### src/rtl/fpg_pkg.sv
package fpg_pkg;

  // Copy type carried with every dispatched or queried operation
  typedef enum logic [1:0] {
    COPY_NONE = 2'b00,
    COPY_PRI  = 2'b01,
    COPY_SEC  = 2'b10,
    COPY_TER  = 2'b11
  } copyType_e;

  // Per-unit strobes from control to the history datapath
  typedef struct packed {
    logic shift;  // record the current dispatch
    logic clear;  // forget the whole history of the unit
  } unitStrobe_t;

endpackage

### src/rtl/fpg_ctrl.sv
module fpg_ctrl
  import fpg_pkg::*;
#(
  parameter int NUM_UNITS = 4,
  parameter int UNIT_W    = 2,
  parameter int CNT_W     = 6
) (
  input  logic                          clk,
  input  logic                          rstN,
  input  logic                          dispValid,
  input  logic [UNIT_W-1:0]             dispUnit,
  input  logic [CNT_W-1:0]              idleLimit,
  output unitStrobe_t [NUM_UNITS-1:0]   strb
);

  localparam logic [CNT_W-1:0] CNT_MAX = '1;

  for (genvar u = 0; u < NUM_UNITS; u++) begin : g_unit
    logic [CNT_W-1:0] idleCnt;
    logic             hit;

    assign hit = dispValid && (dispUnit == UNIT_W'(u));

    always_ff @(posedge clk or negedge rstN) begin
      if (!rstN) begin
        idleCnt <= '0;
      end else if (hit) begin
        idleCnt <= '0;
      end else if (idleCnt != CNT_MAX) begin
        idleCnt <= idleCnt + 1'b1;
      end
    end

    // Expiry: the count is about to pass the limit on this edge
    assign strb[u] = '{shift: hit, clear: !hit && (idleCnt >= idleLimit)};
  end

endmodule

### src/rtl/fpg_hist.sv
module fpg_hist
  import fpg_pkg::*;
#(
  parameter int NUM_UNITS  = 4,
  parameter int UNIT_W     = 2,
  parameter int HIST_DEPTH = 2,
  parameter int IDX_W      = 5,
  parameter int NUM_QRY    = 2
) (
  input  logic                          clk,
  input  logic                          rstN,
  input  unitStrobe_t [NUM_UNITS-1:0]   strb,
  input  logic [IDX_W-1:0]              dispIdx,
  input  logic [1:0]                    dispType,
  input  logic [NUM_QRY*UNIT_W-1:0]     qryUnit,
  input  logic [NUM_QRY*IDX_W-1:0]      qryIdx,
  input  logic [NUM_QRY*2-1:0]          qryType,
  output logic [NUM_QRY-1:0]            qryVeto
);

  logic [IDX_W-1:0] entIdx  [NUM_UNITS][HIST_DEPTH];
  logic [1:0]       entType [NUM_UNITS][HIST_DEPTH];
  logic             entVld  [NUM_UNITS][HIST_DEPTH];

  // History shift registers, newest entry at position 0
  always_ff @(posedge clk or negedge rstN) begin
    if (!rstN) begin
      for (int u = 0; u < NUM_UNITS; u++) begin
        for (int k = 0; k < HIST_DEPTH; k++) begin
          entIdx[u][k]  <= '0;
          entType[u][k] <= '0;
          entVld[u][k]  <= 1'b0;
        end
      end
    end else begin
      for (int u = 0; u < NUM_UNITS; u++) begin
        if (strb[u].shift) begin
          entIdx[u][0]  <= dispIdx;
          entType[u][0] <= dispType;
          entVld[u][0]  <= 1'b1;
          for (int k = 1; k < HIST_DEPTH; k++) begin
            entIdx[u][k]  <= entIdx[u][k-1];
            entType[u][k] <= entType[u][k-1];
            entVld[u][k]  <= entVld[u][k-1];
          end
        end else if (strb[u].clear) begin
          for (int k = 0; k < HIST_DEPTH; k++) begin
            entVld[u][k] <= 1'b0;
          end
        end
      end
    end
  end

  // One comparator bank per query port
  for (genvar q = 0; q < NUM_QRY; q++) begin : g_qry
    logic [UNIT_W-1:0] qU;
    logic [IDX_W-1:0]  qI;
    logic [1:0]        qT;
    logic              clash;

    assign qU = qryUnit[q*UNIT_W +: UNIT_W];
    assign qI = qryIdx[q*IDX_W +: IDX_W];
    assign qT = qryType[q*2 +: 2];

    always_comb begin
      clash = 1'b0;
      for (int u = 0; u < NUM_UNITS; u++) begin
        for (int k = 0; k < HIST_DEPTH; k++) begin
          if ((UNIT_W'(u) == qU) && entVld[u][k] &&
              (entIdx[u][k] == qI) && (entType[u][k] != qT)) begin
            clash = 1'b1;
          end
        end
      end
    end

    assign qryVeto[q] = clash;
  end

endmodule

### src/rtl/fu_pair_guard.sv
module fu_pair_guard
  import fpg_pkg::*;
#(
  parameter int NUM_UNITS  = 4,
  parameter int HIST_DEPTH = 2,
  parameter int IDX_W      = 5,
  parameter int CNT_W      = 6,
  parameter int NUM_QRY    = 2,
  localparam int UNIT_W    = (NUM_UNITS > 1) ? $clog2(NUM_UNITS) : 1
) (
  input  logic                      clk,
  input  logic                      rstN,
  input  logic [CNT_W-1:0]          idleLimit,
  input  logic                      dispValid,
  input  logic [UNIT_W-1:0]         dispUnit,
  input  logic [IDX_W-1:0]          dispIdx,
  input  logic [1:0]                dispType,
  input  logic [NUM_QRY*UNIT_W-1:0] qryUnit,
  input  logic [NUM_QRY*IDX_W-1:0]  qryIdx,
  input  logic [NUM_QRY*2-1:0]      qryType,
  output logic [NUM_QRY-1:0]        qryVeto
);

  unitStrobe_t [NUM_UNITS-1:0] strb;
  logic        [NUM_UNITS-1:0] clrVec;

  for (genvar u = 0; u < NUM_UNITS; u++) begin : g_clr
    assign clrVec[u] = strb[u].clear;
  end

  fpg_ctrl #(
    .NUM_UNITS (NUM_UNITS),
    .UNIT_W    (UNIT_W),
    .CNT_W     (CNT_W)
  ) ctrl_i (
    .clk       (clk),
    .rstN      (rstN),
    .dispValid (dispValid),
    .dispUnit  (dispUnit),
    .idleLimit (idleLimit),
    .strb      (strb)
  );

  fpg_hist #(
    .NUM_UNITS  (NUM_UNITS),
    .UNIT_W     (UNIT_W),
    .HIST_DEPTH (HIST_DEPTH),
    .IDX_W      (IDX_W),
    .NUM_QRY    (NUM_QRY)
  ) hist_i (
    .clk      (clk),
    .rstN     (rstN),
    .strb     (strb),
    .dispIdx  (dispIdx),
    .dispType (dispType),
    .qryUnit  (qryUnit),
    .qryIdx   (qryIdx),
    .qryType  (qryType),
    .qryVeto  (qryVeto)
  );

endmodule

### config.mk
export PLATFORM = sky130hd
export DESIGN_NAME = fu_pair_guard
export DESIGN_NICKNAME = d
export VERILOG_FILES = /design/src/rtl/fpg_pkg.sv /design/src/rtl/fpg_ctrl.sv /design/src/rtl/fpg_hist.sv /design/src/rtl/fu_pair_guard.sv
export SDC_FILE = /design/constraint.sdc
export NUM_CORES = 1
export LEC_CHECK = 0
export ABC_AREA = 0
export BUFFER_PORTS_ARGS = -buffer_cell sky130_fd_sc_hd__buf_4
export CAP_MARGIN = 40
export CORE_UTILIZATION = 60
export DETAILED_ROUTE_END_ITERATION = 7
export PLACE_DENSITY = 0.82
export SLEW_MARGIN = 20
export SYNTH_ARGS = -nofsm -noshare
export SYNTH_HDL_FRONTEND = slang
export SYNTH_SLANG_ARGS = --single-unit
### constraint.sdc
create_clock -name clk -period 3.39 [get_ports clk]
set_input_delay 0.1695 -clock clk [delete_from_list [all_inputs] [get_ports clk]]
set_output_delay 0.1695 -clock clk [all_outputs]
set_load 0.01 [all_outputs]
Yosys cells after proc, flatten, opt, wreduce, memory -nomap -nowiden. Index checks and enable logic that the tools add are counted.

Output and inout bits: 2. Register bits after elaboration: 88. Bits of input ports: 36. Logic and storage cells: 184.

Magnitude comparators: 4. Eq/ne operators: 45. $add $sub $neg: 4. Reduce and logical (&&, ||, !) cells: 71. Multiplexer cells: 32.

Operators with widths (number): 5-bit == test (16); 1-bit logical AND (56); 6-bit two-way mux (8); 2-bit inequality test (16); 6-bit by 1-bit adder with 6-bit output (second input constant) (4); 6-bit greater-or-equal comparator (4); 6-bit inequality test (second input constant) (4); 1-bit two-way mux (16); 2-bit two-way mux (8); 2-bit nonzero test (8); 2-bit == test (first input constant) (4); 2-bit zero test (3); 1-bit by 2-bit == test with 1-bit output (first input constant) (2); 2-bit == test (second input constant) (2); 1-bit zero test (4); 2-bit by 1-bit == test with 1-bit output (second input constant) (1).

Longest topological paths before layout. Gate-level depths: netlist of the first run.

Depth in word-level cells: 12. Gate-level depth with buffers: 7. Gate-level depth less buffers: 6.

By module. Synthesis of the first run repeated with hierarchy kept, for this count alone.

Cell total of the unflattened synthesis: 524. Area total of the unflattened synthesis: 5606.6 µm².

By module, submodules not included: fpg_hist (cells an instance 333, area an instance 3856.2 µm², instances 1, sequential area each 1601.5 µm²); fpg_ctrl (cells an instance 191, area an instance 1750.4 µm², instances 1, sequential area each 600.6 µm²).

Worst setup path after synthesis of the first run. No wires, ideal clock.

Path type: reg2out. Start point: reg hist_i.entType[9] in the netlist's numbering. End point: out qryVeto[1]. Setup slack: 1.964 ns. Buffers on the path: 1. Arrival time: 1.257 ns. Data required time: 3.220 ns. Stages on the path, launching flop included: 7. Cells stage by stage: dfrtp_1 > xor2_1 > o2111ai_2 > nor2_1 > nor4_1 > nand3_1 > buf_4.

Cells in the longest elaborated chain, start to end: 7.

Ends and longest elaborated chain: start, declared (line fpg_hist.sv:22) `logic [1:0] entType [NUM_UNITS][HIST_DEPTH];`; start signal, assigned by index (line fpg_hist.sv:39) `entType[u][0] <= dispType;`; start signal, assigned by index (line fpg_hist.sv:43) `entType[u][k] <= entType[u][k-1];`; 2-bit inequality test (line fpg_hist.sv:71) `(entIdx[u][k] == qI) && (entType[u][k] != qT)) begin`; 1-bit logical AND (line fpg_hist.sv:71); 1-bit two-way mux (5 in a row) (line fpg_hist.sv:70) `if ((UNIT_W'(u) == qU) && entVld[u][k] &&`; end, declared (line fu_pair_guard.sv:21) `output logic [NUM_QRY-1:0] qryVeto`.

Every way passes these cells.

Worst setup path after layout of the first run. Ends and elaborated chain as after synthesis.

==> out/qor.yml, run 1 <==
n_fill_cell: 680
synth_top_area_share_pct: 39.94
rsz0062_at_grt: "false"
crit_chain: "xor2_1 > o2111ai_2 > nor2_1 > nor4_1 > nand3_1 > buf_4"
clk_pin_slew_worst_paths_ps: 90
diodes: 0
drcViolationCount: 6
die_width_um: 97.87
synth_top_area_cell: "dfrtp_1"
power_per_cell_area_mw_per_mm2: 597.0
routedWlPerCell_um: 18.87
synth_edf_count: 0
avgViaCountPerCell: 6.102
ys_warn_count: 0
post_cts_buffers: 0
pin_count: 38
first_iter_violations: 296
path_class: "flop to output pin"
seq_area_frac_synth_pct: 39.94
syn2layout_area_growth_pct: 9.621
yosysMostFrequentCell: "nand2_1"
htreeDepth: 3
crit_slowest_cell: "dfrtp_1"
grt-ovfl-total: 0
cts_tree: "yes"
fin_skew_ps: 9.172
crit_path_end_kind: "output pin"
fin_crit_sh_pct: 60.50
finalHoldViolations: 0
grt.total_usage_pct: 31.79
finalPower_uw: 3608
violations: "DRC"
totalWireLength_mm: 14.27
setup_violations: 0
status: "complete, but fails checks"
synth_common_cells: "173 x nand2_1, 88 x dfrtp_1, 74 x xnor2_1"
clk_latency_ps: 360
async_flop_share_pct: 100.0
synthTopCellsByArea: "dfrtp_1 40%, nand2_1 12%, xnor2_1 12%"
cts_buffer_depth: 2
ant_nets: 0
syn-cell-area_mm2: 0.005514
synth_ff_type: "dfrtp_1"
cts_resized: 0
die_area_mm2: 0.009578
cts_root_buffer: "clkbuf_8"
drv_slew: 0
grt_max_degree: 61
drive_above_1_share_pct: 9.414
cp_top_family: "simple AND/OR/NAND/NOR gates"
crit_fanout: 3
tns_ps: 0
numCtsBuffers: 9
leakagePower_uw: 0.002899
dieHeight_um: 97.87
hpwl_mm: 10.23
fmax_mhz: 487.6
critical_path_buf_inv_count: 1
vias: 4613
ys_types: 36
cts_sinks: 88
ys_ff_latch: 88
worst-endpoint-required_ps: 3220
nets: 707
drt_first_pass_iters: 7
grt_first_pass_wirelength_mm: 23.31
io_buffers: 37
arrival_ps: 1880
peakVddDrop_mv: 0.3830
start_util_pct: 62.62
min_path_type: "input pin to flop"
period_needed_ps: 2051
grt_pass1_vias: 4590
drv_cap: 0
worst-slew-pin-transition_ps: 852.9
slew_headroom_pct: 43.14
coreArea_mm2: 0.008806
avgSynthCellArea_um2: 8.922
rows: 34
finalWeightedCongestion: 0.9343
syn-instance-count: 618
synth_nets: 682
crit_path_start_kind: "flop"
cpPeakStageDelay_ps: 430
antenna_found_initial: 0
power breakdown:
group          switching [uW]  total [uW]  internal, uW
combinational             536        1050           511
sequential                386        1720          1330
clock                     405         845           440
total                    1330        3610          2280
what timing repair did:
item / CTS / global route
hold endpoints to repair: 16 / 0
setup endpoints to repair: 0 / 0
hold buffers: 1 / 0
routing by layer:
| layer | GRT usage, % | up-vias | share of wire (%) |
|---|---|---|---|
| met5 | 0 | - | 0 |
| met4 | 17.72 | 0 | 3.9 |
| met3 | 4.438 | 44 | 6.8 |
| met2 | 51.52 | 198 | 48 |
| met1 | 41.20 | 2248 | 42 |
| li1 | - | 2123 | - |
path summary, 6_finish.rpt:
path                                                         start                                 endpoint  slack (ps)  cells after the start
min                                                    dispType[0]           hist_i.entType[14]$_DFFE_PN0P_          40                      3
max in group asynchronous                                     rstN  ctrl_i.g_unit[0].idleCnt[2]$_DFFE_PN0P_        2350                      4
max reg2reg                ctrl_i.g_unit[0].idleCnt[0]$_DFFE_PN0P_             hist_i.entVld[7]$_DFFE_PN0P_        1830                      6
min reg2reg                ctrl_i.g_unit[2].idleCnt[2]$_DFFE_PN0P_  ctrl_i.g_unit[2].idleCnt[2]$_DFFE_PN0P_         530                      1
min in group asynchronous                                     rstN            hist_i.entIdx[24]$_DFFE_PN0P_         210                      2
max                                  hist_i.entType[9]$_DFFE_PN0P_                               qryVeto[1]        1340                      6
cell type report:
type | instances | area, um^2 | area share, %
Multi-Input combinational cell | 488 | 3070 | 50.80
Sequential cell | 88 | 2202 | 36.43
Timing Repair Buffer | 43 | 360.3 | 5.962
Inverter | 13 | 48.80 | 0.8073
Clock inverter | 6 | 90.09 | 1.490
Clock buffer | 10 | 137.6 | 2.277
Tap cell | 108 | 135.1 | 2.236
logic make-up (layout without fill, tap and decap cells):
family,count (synthesis),in the layout,share of synthesized area [%]
mux,5,5,0.9077
buf+inv,42,72,4.379
xor+xnor,116,116,18.43
flops,88,88,39.94
simple gates,266,266,21.44
fa+ha+maj,28,28,6.354
compound gates,73,73,8.555
worst reg2reg max path, delay by kind of cell (launching register included):
kind,cells,cell delay [ps]
simple gates,1,140
buf+inv,1,60
fa+ha+maj,1,260
compound gates,3,610
flops,1,410
placed cells by master, fill, tap and decap left out, types with 5 or more instances in the layout:
cell,n
clkbuf_8,10
inv_1,13
xor2_1,42
o21ai_0,18
dfrtp_1,88
a31oi_1,13
nor3_1,5
nand4_1,13
ha_1,28
nand2b_1,5
and3_1,9
xnor2_1,74
nor2_1,19
o2111ai_1,11
nor4_1,7
a21oi_1,14
nand3_1,18
nand2_1,173
nor3b_1,5
mux2i_1,5
buf_4,38
registers in the layout, indices dropped and copies added, names as in the netlist:
name and flops:
hist_i.entIdx 40, ctrl_i.g_unit.idleCnt 24, hist_i.entType 16, hist_i.entVld 8
per-stage QoR:
step	cell area (um^2)	hold slack (ps)	setup slack, ps	std cells	util (%)
after floorplan	5514	-126.1	1964	618	-
after global placement	5742	366.9	1753	735	65.20
after detailed placement	5769	62.44	1756	736	65.52
after CTS	6007	31.80	1353	753	68.22
after global routing	6045	37.76	1257	756	68.64
final	6045	39.09	1339	756	68.64
Note: power is estimated with default switching activity, not from simulation.
==> run 2, diff against run 1 <==
- ABC_AREA: 0 -> 1
- clock period: 3.39 -> 2.1 ns (I/O delays scaled with it)
==> run 2 against run 1 <==
Against the previous run:
- count of clock-buffer cells in the layout down 1
- critical path depth up 4
- largest cell class unchanged
- the flow now finishes without violations
- highest routed layer unchanged
- via count increased by 29%
==> out/qor.yml, run 2 <==
status: "completed"
setup_violations: 0
rrSetupSlack_ps: 590
start_util_pct: 62.35
crit_path_end: "qryVeto[1]"
worst_r2r_endpoint: "hist_i.entVld[7]$_DFFE_PN0P_"
r2r_start: "ctrl_i.g_unit[0].idleCnt[5]$_DFFE_PN0P_"
drt_first_pass_iters: 6
grt-ovfl-total: 0
htreeDepth: 3
totalWireLength_mm: 15.99
preCtsSetupSlack_ps: 638.2
synth_top_area_cell: "dfrtp_1"
syn2layout_area_growth_pct: 10.15
rsz0062_at_grt: "false"
antenna_found_initial: 0
finalPower_uw: 5986
diodes: 0
finalHoldViolations: 0
arrival_ps: 1700
hpwl_mm: 12.16
avgSynthCellArea_um2: 6.571
slew_headroom_pct: 59.23
io_buffers: 37
cts_root_buffer: "clkbuf_8"
tns_ps: 0
ys_types: 23
top_regs: "hist_i.entIdx x40, ctrl_i.g_unit.idleCnt x24, hist_i.entType x16"
routedWlPerCell_um: 14.43
fmax_mhz: 555.5
avgViaCountPerCell: 5.356
startpoint: "hist_i.entIdx[37]$_DFFE_PN0P_"
pin_count: 38
syn-instance-count: 936
grt_max_degree: 44
numCtsBuffers: 9
period_needed_ps: 1800
grt.total_usage_pct: 32.89
rows: 36
syn-cell-area_mm2: 0.006151
drive_above_1_share_pct: 7.282
final_cell_mix: "377 x nand2_1, 119 x inv_1, 98 x nor2_1"
drv_slew: 0
first_iter_violations: 470
synth_nets: 1000
grt_first_pass_wirelength_mm: 26.08
yosysMostFrequentCell: "nand2_1"
drcViolationCount: 0
power_per_cell_area_mw_per_mm2: 883.5
clk_latency_ps: 380
finalWeightedCongestion: 1.005
largest_register_ffs: 40
dieHeight_um: 103.3
nets: 1034
rr_worst_depth: 8
crit_path_start_kind: "flop"
ys_ff_latch: 88
fin_skew_ps: 7.525
path_class: "flop to output pin"
peakVddDrop_mv: 0.5523
layout_commonest_cell: "nand2_1"
worst-slew-pin-transition_ps: 610.0
leakagePower_uw: 0.003711
crit_path_end_kind: "output pin"
die_area_mm2: 0.01066
ys_warn_count: 0
cts_tree: "yes"
finalWorstSetupSlack_ps: 299.9
post_cts_buffers: 0
synthTopCellsByArea: "dfrtp_1 36%, nand2_1 23%, inv_1 7.3%"
async_flop_share_pct: 100.0
dp.cells: 1085
coreArea_mm2: 0.009864
grt_pass1_vias: 5239
min_path_type: "input pin to flop"
synth_edf_count: 0
fin_cells: 1108
worst-endpoint-required_ps: 2000
drv_cap: 0
cts_sinks: 88
synth_ff_type: "dfrtp_1"
clk_pin_slew_worst_paths_ps: 90
regMostFlops: "hist_i.entIdx"
crit_fanout: 4
synth_top_area_share_pct: 35.80
postLayoutCoreUtil_pct: 68.68
fin_crit_sh_pct: 85.72
die_width_um: 103.3
seq_area_frac_synth_pct: 35.80
vias: 5934
cts_buffer_depth: 2
synth_common_cells: "377 x nand2_1, 119 x inv_1, 98 x nor2_1"
n_fill_cell: 874
ant_nets: 0
[run 2: stage by stage]
stage / hold WS (ps) / instance area, um^2
2_1_floorplan: -190.6 / 6151
3_3_place_gp: 98.13 / 6479
3_5_place_dp: 100.4 / 6479
4_1_cts: 76.51 / 6775
5_1_grt: 90.61 / 6775
6_report: 86.83 / 6775
[run 2: worst min-delay path by stage]
stage	startpoint	to	slack, ps	cells after the start
final	dispIdx[4]	hist_i.entIdx[39]$_DFFE_PN0P_	90	3
after global routing	dispIdx[4]	hist_i.entIdx[39]$_DFFE_PN0P_	90	3
after CTS	dispIdx[4]	hist_i.entIdx[39]$_DFFE_PN0P_	80	3
after detailed placement	rstN	ctrl_i.g_unit[2].idleCnt[3]$_DFFE_PN0P_	100	1
after global placement	rstN	ctrl_i.g_unit[2].idleCnt[3]$_DFFE_PN0P_	100	1
after floorplan	rstN	ctrl_i.g_unit[0].idleCnt[0]$_DFFE_PN0P_	-190	0
[run 2: kinds of logic after synthesis]
kind of cell    count (synthesis)  share of synthesized area (%)
simple gates                  522                          33.32
buf+inv                       153                          10.58
compound gates                108                          9.337
flops                          88                          35.80
xor+xnor                       37                          5.268
fa+ha+maj                      28                          5.696
[run 2: cell type report]
cell class | count | area, um^2 | area share [%]
Inverter | 125 | 469.2 | 6.925
Tap cell | 133 | 166.4 | 2.456
Multi-Input combinational cell | 695 | 3298 | 48.68
Timing Repair Buffer | 51 | 412.9 | 6.094
Clock inverter | 7 | 102.6 | 1.514
Sequential cell | 88 | 2202 | 32.50
Clock buffer | 9 | 123.9 | 1.828
[run 2: power by group]
part	total (uW)	switching, uW	internal [uW]
clock network	1370	682	687
logic	2020	1190	827
registers	2600	477	2120
total	5990	2350	3640
[run 2: timing repair]
| item | 4_1_cts | 5_1_grt |
|---|---|---|
| gates resized for setup | 0 | 0 |
| hold buffers | 7 | 0 |
| endpoints found under the hold margin | 39 | 0 |
[run 2: metal layers]
layer  part of all wire [%]  track usage, %  vias to the layer above  wire length, um
li1                       -               -                     2953                -
met1                     44           46.68                     2683             7080
met2                     43           49.28                      255             6939
met3                    9.1           6.183                       43             1460
met4                    3.2           14.30                        0              510
met5                      0               0                        -                0
[run 2: critical path, stage by stage (launching register included)]
cell,delay [ps]
dfrtp_1,420
inv_1,100
nand2_1,60
nand2_1,110
nand2_1,60
nor2_1,200
nand2_1,80
nand2_1,60
nor2_1,40
nand2_1,70
buf_4,120
==> run 3, diff against run 2 <==
- CORE_MARGIN: default -> 2
==> run 3 against run 2 <==
Against the previous run:
- flip-flop and latch count stayed put
- fmax is 3.2% lower
- setup slack worse by 59 ps
- combinational power hardly changed
- count of clock-buffer cells in the layout stayed put
- the flow now finishes with violations (hold timing)
- worst hold slack worse by 94 ps
- largest power group unchanged
- critical path depth stayed put
- sequential power hardly changed
- first-iteration DRC count is 11% higher
- register-to-register slack hardly changed
==> out/qor.yml, run 3 (synthesized netlist as in run 2, its figures left out) <==
grt_pass1_vias: 5601
critical_path_buf_inv_count: 2
arrival_ps: 1750
fmax_mhz: 538.0
totalWireLength_mm: 16.25
rows: 36
crit_path_end_kind: "output pin"
ant_nets: 0
clk_latency_ps: 380
violations: "hold timing"
drv_slew: 0
post_cts_buffers: 0
place_area_mm2: 0.006464
cts_resized: 0
status: "complete, but fails checks"
first_iter_violations: 521
multi_input_area_mm2: 0.003298
grt_first_pass_wirelength_mm: 27.21
coreArea_mm2: 0.009864
crit_fanout: 4
cts_buffer_depth: 2
cts_tree: "yes"
leakagePower_uw: 0.003698
design_area_mm2: 0.006750
clk_pin_slew_worst_paths_ps: 90
period_needed_ps: 1859
crit_path_start_kind: "flop"
finalHoldViolations: 1
antenna_found_initial: 0
worst-endpoint-required_ps: 2000
path_class: "flop to output pin"
top_regs: "hist_i.entIdx x40, ctrl_i.g_unit.idleCnt x24, hist_i.entType x16"
drv_cap: 0
final_cell_mix: "377 x nand2_1, 119 x inv_1, 98 x nor2_1"
drive_above_1_share_pct: 7.099
slew_headroom_pct: 68.57
worst-slew-pin-transition_ps: 471.4
cts_sinks: 88
dieHeight_um: 105.3
preCtsSetupSlack_ps: 619.5
routedWlPerCell_um: 14.70
cts-hold-fix-buffers: 6
grt.total_usage_pct: 31.04
drcViolationCount: 0
drt_first_pass_iters: 6
grt-ovfl-total: 0
setup_violations: 0
syn2layout_area_growth_pct: 9.744
dp.cells: 1083
tns_ps: 0
min_path_type: "input pin to flop"
crit_slowest_cell: "dfrtp_1"
ff_latch_area_mm2: 0.002202
postLayoutCoreUtil_pct: 68.43
die_width_um: 105.3
numCtsBuffers: 9
peakVddDrop_mv: 0.5176
io_buffers: 37
grt_max_degree: 89
diodes: 0
n_fill_cell: 877
cp_common_cell: "nand2_1"
largest_register_ffs: 40
fin_crit_sh_pct: 88.51
regMostFlops: "hist_i.entIdx"
layout_commonest_cell: "nand2_1"
holdWs_ps: -6.982
nets: 1031
cpPeakStageDelay_ps: 420
avgViaCountPerCell: 5.282
finalWeightedCongestion: 1.058
htreeDepth: 3
fin_skew_ps: 9.925
crit_chain: "inv_1 > nand2_1 > nand2_1 > nand2_1 > nor2_1 > nand2_1 > nand2_1 > nor2_1 > nand2_1 > buf_4"
start_util_pct: 62.35
cp_top_family: "simple AND/OR/NAND/NOR gates"
cts_root_buffer: "clkbuf_8"
die_area_mm2: 0.01108
power_per_cell_area_mw_per_mm2: 890.2
rsz0062_at_grt: "false"
pin_count: 38
finalWorstSetupSlack_ps: 241.3
hpwl_mm: 11.85
fin_cells: 1105
vias: 5837
run 3: cell count changes in the layout (fill, tap and decap cells not counted):
cell / change
dlygate4sd3_1: -1
buf_4: -2
run 3: cell type report:
type | count | share of cell area [%]
Tap cell | 133 | 2.465
Clock buffer | 9 | 1.835
Multi-Input combinational cell | 695 | 48.86
Timing Repair Buffer | 48 | 5.746
Clock inverter | 7 | 1.520
Inverter | 125 | 6.951
Sequential cell | 88 | 32.62
run 3: report_power, final:
group / leakage [uW] / total (uW) / internal, uW / switching, uW
clock network: 0.000116 / 1380 / 687 / 689
registers: 0.00111 / 2610 / 2120 / 488
logic: 0.00247 / 2020 / 828 / 1190
total: 0.00370 / 6010 / 3640 / 2370
run 3: tightest hold or removal path, stage by stage:
cell     delay (ps)
buf_4            90
nand2_1          40
o21ai_0          90
run 3: through the flow:
step           hold WS (ps)  power (uW)
3_3_place_gp          183.9        4508
2_1_floorplan        -190.6        4006
3_5_place_dp          183.9        4591
4_1_cts              0.2777        5989
5_1_grt               5.380        6453
6_report             -6.982        6009
run 3: per-layer routing:
| metal | global-route usage (%) | vias up | routed length (um) | part of all wire (%) |
|---|---|---|---|---|
| li1 | - | 2943 | - | - |
| met1 | 43.53 | 2616 | 7161 | 44 |
| met2 | 49.45 | 236 | 7353 | 45 |
| met3 | 4.947 | 42 | 1322 | 8.1 |
| met4 | 9.714 | 0 | 410 | 2.5 |
| met5 | 0 | - | 0 | 0 |
run 3: worst paths after layout:
| kind | end | slack (ps) | from | cells after the start |
|---|---|---|---|---|
| setup / recovery | qryVeto[0] | 240 | hist_i.entIdx[37]$_DFFE_PN0P_ | 10 |
| hold / removal | hist_i.entType[14]$_DFFE_PN0P_ | -7 | dispType[0] | 3 |
| setup reg to reg | hist_i.entVld[7]$_DFFE_PN0P_ | 600 | ctrl_i.g_unit[0].idleCnt[3]$_DFFE_PN0P_ | 8 |
| hold reg to reg | hist_i.entVld[2]$_DFFE_PN0P_ | 510 | hist_i.entVld[3]$_DFFE_PN0P_ | 2 |
| max in group asynchronous | hist_i.entType[10]$_DFFE_PN0P_ | 1440 | rstN | 3 |
| min in group asynchronous | ctrl_i.g_unit[0].idleCnt[1]$_DFFE_PN0P_ | 310 | rstN | 3 |
